--- src/rtl/txq_pkg.sv ---
package txq_pkg;

  // Strobes from the control side to the storage side
  typedef struct packed {
    logic push;   // store one byte at the tail
    logic pop;    // drop the head byte
    logic flush;  // return both pointers to zero
    logic deep;   // active depth: 1 = large, 0 = small
  } txq_strobe_t;

endpackage

--- src/rtl/txq_store.sv ---
module txq_store
  import txq_pkg::*;
#(
  parameter int MAX_DEPTH   = 64,
  parameter int SMALL_DEPTH = 32,
  localparam int IDX_W = $clog2(MAX_DEPTH),
  localparam int PTR_W = IDX_W + 1
) (
  input  logic              clk,
  input  logic              rstN,
  input  txq_strobe_t       cs,
  input  logic [7:0]        wrByte,
  output logic [7:0]        rdByte,
  output logic [PTR_W-1:0]  count,
  output logic              full,
  output logic              empty
);

  logic [7:0]       mem [MAX_DEPTH];
  logic [PTR_W-1:0] wrPtr, rdPtr, ptrMask, capacity;
  logic [IDX_W-1:0] idxMask, wrIdx, rdIdx;

  // Pointers wrap at twice the active depth; the extra bit tells full from empty
  always_comb begin
    ptrMask  = cs.deep ? PTR_W'(2*MAX_DEPTH - 1) : PTR_W'(2*SMALL_DEPTH - 1);
    idxMask  = cs.deep ? IDX_W'(MAX_DEPTH - 1)   : IDX_W'(SMALL_DEPTH - 1);
    capacity = cs.deep ? PTR_W'(MAX_DEPTH)       : PTR_W'(SMALL_DEPTH);
    wrIdx    = wrPtr[IDX_W-1:0] & idxMask;
    rdIdx    = rdPtr[IDX_W-1:0] & idxMask;
    count    = (wrPtr - rdPtr) & ptrMask;
    full     = (count == capacity);
    empty    = (count == '0);
    rdByte   = mem[rdIdx];
  end

  always_ff @(posedge clk or negedge rstN) begin
    if (!rstN) begin
      wrPtr <= '0;
      rdPtr <= '0;
    end else if (cs.flush) begin
      wrPtr <= '0;
      rdPtr <= '0;
    end else begin
      if (cs.push) wrPtr <= (wrPtr + 1'b1) & ptrMask;
      if (cs.pop)  rdPtr <= (rdPtr + 1'b1) & ptrMask;
    end
  end

  always_ff @(posedge clk) begin
    if (cs.push) mem[wrIdx] <= wrByte;
  end

  // the two flags never hold together
  a_r2_flags_exclusive: assert property (@(posedge clk) disable iff (!rstN)
    !(full && empty));

  // a full queue with no pop and no flush stays full
  a_r3_full_holds: assert property (@(posedge clk) disable iff (!rstN)
    (full && !cs.pop && !cs.flush) |=> full);

  // a lone pop lowers the count by one
  a_r7_pop_count: assert property (@(posedge clk) disable iff (!rstN)
    (cs.pop && !cs.push && !cs.flush) |=> (count == $past(count) - 1'b1));

endmodule

--- src/rtl/txq_ctrl.sv ---
module txq_ctrl
  import txq_pkg::*;
#(
  parameter int CNT_W = 7
) (
  input  logic             clk,
  input  logic             rstN,
  input  logic             wrEn,
  input  logic             popEn,
  input  logic             depthSel,
  input  logic             seqBusy,
  input  logic             lenWr,
  input  logic [CNT_W-1:0] frameLen,
  input  logic [CNT_W-1:0] threshold,
  input  logic             clrUnderrun,
  input  logic [CNT_W-1:0] count,
  input  logic             full,
  input  logic             empty,
  output txq_strobe_t      cs,
  output logic             txStart,
  output logic             abortReq,
  output logic             underrunFlag
);

  logic             depthQ, depthChg, underrunHit;
  logic             lenArmed;
  logic [CNT_W-1:0] lenQ;
  logic             hitThresh, hitLen;

  always_comb begin
    depthChg    = (depthSel != depthQ);
    underrunHit = popEn && empty;
    cs.flush    = underrunHit || depthChg;
    cs.push     = wrEn && !full && !cs.flush;
    cs.pop      = popEn && !empty && !cs.flush;
    cs.deep     = depthQ;
  end

  always_ff @(posedge clk or negedge rstN) begin
    if (!rstN) begin
      depthQ       <= 1'b1;
      lenArmed     <= 1'b0;
      lenQ         <= '0;
      underrunFlag <= 1'b0;
      abortReq     <= 1'b0;
    end else begin
      depthQ   <= depthSel;
      abortReq <= underrunHit;
      if (cs.flush)                lenArmed <= 1'b0;
      else if (lenWr && !seqBusy) begin
        lenArmed <= 1'b1;
        lenQ     <= frameLen;
      end
      if (underrunHit)      underrunFlag <= 1'b1;
      else if (clrUnderrun) underrunFlag <= 1'b0;
    end
  end

  always_comb begin
    hitThresh = (count >= threshold);
    hitLen    = lenArmed && (count >= lenQ);
    txStart   = !seqBusy && !underrunFlag && (count != '0) && (hitThresh || hitLen);
  end

  // the abort pulse comes with the sticky flag and an emptied queue
  a_r8_abort_flag: assert property (@(posedge clk) disable iff (!rstN)
    abortReq |-> underrunFlag);
  a_r8_abort_empty: assert property (@(posedge clk) disable iff (!rstN)
    abortReq |-> empty);

  // no start while an underrun is flagged
  a_r9_sticky_blocks: assert property (@(posedge clk) disable iff (!rstN)
    underrunFlag |-> !txStart);

  // no start while the sequencer is busy
  a_r11_busy_blocks: assert property (@(posedge clk) disable iff (!rstN)
    seqBusy |-> !txStart);

  // arming only follows a strobe taken while idle
  a_r5_arm_when_idle: assert property (@(posedge clk) disable iff (!rstN)
    $rose(lenArmed) |-> $past(lenWr && !seqBusy));

endmodule

--- src/rtl/tx_byte_queue.sv ---
module tx_byte_queue
  import txq_pkg::*;
#(
  parameter int MAX_DEPTH   = 64,
  parameter int SMALL_DEPTH = 32,
  localparam int CNT_W = $clog2(MAX_DEPTH) + 1
) (
  input  logic             clk,
  input  logic             rstN,
  input  logic             wrEn,
  input  logic [15:0]      wrData,
  input  logic             depthSel,
  input  logic [CNT_W-1:0] threshold,
  input  logic             lenWr,
  input  logic [CNT_W-1:0] frameLen,
  input  logic             seqBusy,
  input  logic             popEn,
  input  logic             clrUnderrun,
  output logic             txStart,
  output logic [7:0]       txByte,
  output logic             full,
  output logic             empty,
  output logic             abortReq,
  output logic             underrunFlag
);

  txq_strobe_t      cs;
  logic [CNT_W-1:0] count;
  logic             unusedHi;

  assign unusedHi = ^wrData[15:8];  // reserved upper byte

  txq_ctrl #(.CNT_W(CNT_W)) ctrl_i (
    .clk(clk), .rstN(rstN), .wrEn(wrEn), .popEn(popEn), .depthSel(depthSel),
    .seqBusy(seqBusy), .lenWr(lenWr), .frameLen(frameLen), .threshold(threshold),
    .clrUnderrun(clrUnderrun), .count(count), .full(full), .empty(empty),
    .cs(cs), .txStart(txStart), .abortReq(abortReq), .underrunFlag(underrunFlag)
  );

  txq_store #(.MAX_DEPTH(MAX_DEPTH), .SMALL_DEPTH(SMALL_DEPTH)) store_i (
    .clk(clk), .rstN(rstN), .cs(cs), .wrByte(wrData[7:0]), .rdByte(txByte),
    .count(count), .full(full), .empty(empty)
  );

endmodule

--- config.mk ---
export PLATFORM = sky130hd
export DESIGN_NAME = tx_byte_queue
export DESIGN_NICKNAME = d
export VERILOG_FILES = /design/src/rtl/txq_pkg.sv /design/src/rtl/txq_store.sv /design/src/rtl/txq_ctrl.sv /design/src/rtl/tx_byte_queue.sv
export SDC_FILE = /design/constraint.sdc
export NUM_CORES = 1
export LEC_CHECK = 0
export BUFFER_PORTS_ARGS = -buffer_cell sky130_fd_sc_hd__buf_2
export CORE_UTILIZATION = 63
export DETAILED_ROUTE_END_ITERATION = 6
export PLACE_DENSITY = 0.79
export SYNTH_ARGS = -nofsm -noshare
export SYNTH_HDL_FRONTEND = slang
export SYNTH_SLANG_ARGS = --single-unit
--- constraint.sdc ---
create_clock -name clk -period 10.1 [get_ports clk]
set_input_delay 1.01 -clock clk [delete_from_list [all_inputs] [get_ports clk]]
set_output_delay 1.01 -clock clk [all_outputs]
set_load 0.1 [all_outputs]
==> results_dict.tcl <==
set metrics [dict create \
    outcome "finished, final reports clean" \
    max-vdd-ir-drop_mv 0.249 \
    r2r_start "store_i.rdPtr[1]" \
    die_w_microns 188 \
    cts.sinks 537 \
    max_freq_mhz 181 \
    start_util 0.645 \
    ctsResizeCount 0 \
    clk_pin_slew_ns 0.07 \
    drt_iter0_drc 1175 \
    rrSetupSlack_ns 4.90 \
    synthCells 1028 \
    comb_power_share 0.199 \
    worst_ep_required_time_ns 9.09 \
    seqPwrFrac 0.471 \
    ys_warn_count 0 \
    avgSynthCellArea_sq_um 21.2 \
    rsz0062_at_grt "false" \
    yosysTopAreaCellShare 0.705 \
    antenna_found_initial 2 \
    clockBufferDepth 3 \
    port_buffers 42 \
    ctsHoldBuffers 0 \
    nNetsFinal 1153 \
    syn-cell-area_sq_um 21800 \
    p_switching_mw 1.49 \
    chipHeight_microns 188 \
    synthDistinctLibCells 55 \
    power.internal_mw 3.90 \
    tightest_slew_ns 1.35 \
    finalClockSkew_ns 0.0201 \
    grt_use_total 0.278 \
    period_needed_ns 5.53 \
    ant_nets 0 \
    setup.worst_path.end "txStart" \
    worstSkewPairLatency_ns 0.57 \
    finalSetupViolCount 0 \
    cp_max_fo 67 \
    grt-ovfl-total 0 \
    wl_per_cell_microns 30.0 \
    die_area_sq_um 35400 \
    gp_congestion 0.789 \
    synth_area_leaders "edfxtp_1, mux4_2, dfrtp_1, ha_1, nor2_1" \
    synth_top_area_cell "edfxtp_1" \
    core_area_sq_um 33800 \
    synthTopCellsByCount "edfxtp_1, mux4_2, nor2_1" \
    crit_path_end_kind "output port" \
    vias 10600 \
    hpwl_microns 26900 \
    grtUsageMet1 0.386 \
    dr.pass1.iters 5 \
    use_met3 0.0517 \
    cts_made_buffers 51 \
    cap_violations 0 \
    arrival_ns 4.52 \
    grt_pass1_vias 10700 \
    top_usage_layer "met2" \
    io_pins 51 \
    startpoint "store_i.rdPtr[1]" \
    setup_ws_ns 4.57 \
    via_per_inst 6.73 \
    drive_gt1_frac 0.300 \
    n_antenna_cell 0 \
    setup_tns_ns 0 \
    tritoncts "done" \
    r2r_end "store_i.mem[46][1]" \
    relSlewSlack 0.0950 \
    yosysSeqAreaShare 0.734 \
    path_class "flop to output port" \
    synth_most_common_cell "edfxtp_1" \
    row_count 67 \
    post-cts-setup-buffer-count 0 \
    reg2reg_depth 8 \
    period_share 0.548 \
    routed_wl_microns 47400 \
    cts_max_level 2 \
    areaGrowthSynthToFinish_pct 10.4 \
    finalMaxSlewViolations 0 \
    ys_async_sr_fraction 0.0466 \
    synth-edff-count 512 \
    drc 0 \
    p_clk_frac 0.330 \
    powerDensity_nw_per_um2 224 \
    hold_class "input pin to async pin" \
    p_leak_nw 7.61 \
    grt_max_degree 112 \
    switching_share 0.277 \
    cts_root_buffer "clkbuf_16" \
    grt_first_pass_wirelength_microns 69700 \
    synthesis.nets 1089 \
    start_kind "flop" \
    place_ws_ns 4.92 \
    ys_ff_latch 537 \
    use_met2 0.454 \
    hold_violations 0 \
    synth_ff_type "edfxtp_1" \
]
[power by group through the flow]
stage | registers [mW] | logic (mW) | clock network [mW]
floorplan | 2.57 | 0.814 | 0
global placement | 2.59 | 1.05 | 0
detailed placement | 2.59 | 1.07 | 0
CTS | 2.54 | 1.08 | 1.79
global route | 2.55 | 1.14 | 1.87
finish | 2.54 | 1.07 | 1.78
[kinds of logic (layout without fill, tap and decap cells)]
logic type / Yosys count / count (layout) / synth area share
fa+ha+maj: 23 / 23 / 0.0135
compound gates: 41 / 41 / 0.0149
xor+xnor: 12 / 12 / 0.00551
flops: 537 / 537 / 0.734
mux: 180 / 180 / 0.181
buf+inv: 77 / 179 / 0.0149
simple gates: 158 / 158 / 0.0358
[worst max-delay path, stage by stage, from the launching register on]
cell and delay (ns):
dfrtp_4 1.06, inv_1 0.31, ha_1 0.37, nand2b_1 0.13
a21o_1 0.20, a211oi_2 0.48, inv_4 0.11, ha_1 0.31
o21ai_0 0.07, o21ai_0 0.17, o211ai_1 0.12, a31oi_1 0.16
buf_2 0.46
[how the worst min path moves through the flow]
stage / end / depth (start not counted) / slack (ns)
CTS: ctrl_i.lenQ[1] / 1 / 0.44
detailed placement: ctrl_i.lenQ[4] / 1 / 0.50
finish: ctrl_i.lenQ[2] / 1 / 0.43
floorplan: ctrl_i.lenArmed / 2 / 0.46
global route: ctrl_i.lenQ[0] / 1 / 0.47
global placement: ctrl_i.lenArmed / 2 / 0.49
[cell usage in the layout (no fill, tap or decap), drive strengths merged, types with 5 or more instances in the layout]
master,count
a21o,7
a21oi,11
buf,59
clkbuf,58
clkinv,28
dfrtp,24
edfxtp,512
ha,22
inv,30
mux2,7
mux2i,5
mux4,168
nand2,26
nand2b,9
nand3,9
nor2,66
nor2b,6
nor3,18
o21ai,7
or3,5
xnor2,8
[layout make-up]
class / count / area, sq um
flip-flops and latches: 537 / 16000
repair buffers: 59 / 350
clock inverters: 33 / 224
clock buffers: 58 / 1320
inverters: 29 / 111
fillers: 1920 / 9710
multi-input cells: 414 / 5490
well taps: 448 / 561
[per-stage QoR]
stage          cell area [sq um]  hold slack [ns]  total power, mW  utilization  cells
4_1_cts                    24100            0.442             5.41        0.713   1578
6_report                   24100            0.428             5.39        0.713   1578
3_3_place_gp               22500            0.491             3.63        0.667   1487
2_1_floorplan              21800            0.463             3.38            -   1028
5_1_grt                    24100            0.469             5.56        0.713   1578
3_5_place_dp               22500            0.497             3.66        0.667   1487
[state kept, by name, summed over array words and instances, names as in the netlist]
name,count
store_i.mem,512
ctrl_i.lenQ,7
store_i.rdPtr,7
store_i.wrPtr,7
ctrl_i.abortReq,1
ctrl_i.depthQ,1
ctrl_i.lenArmed,1
ctrl_i.underrunFlag,1
[per-layer routing]
metal	share of wire	wire length, microns
met5	0	0
met4	0.029	1360
met3	0.083	3930
met2	0.50	23900
met1	0.38	18200
Power figures use the tool's default switching activity.
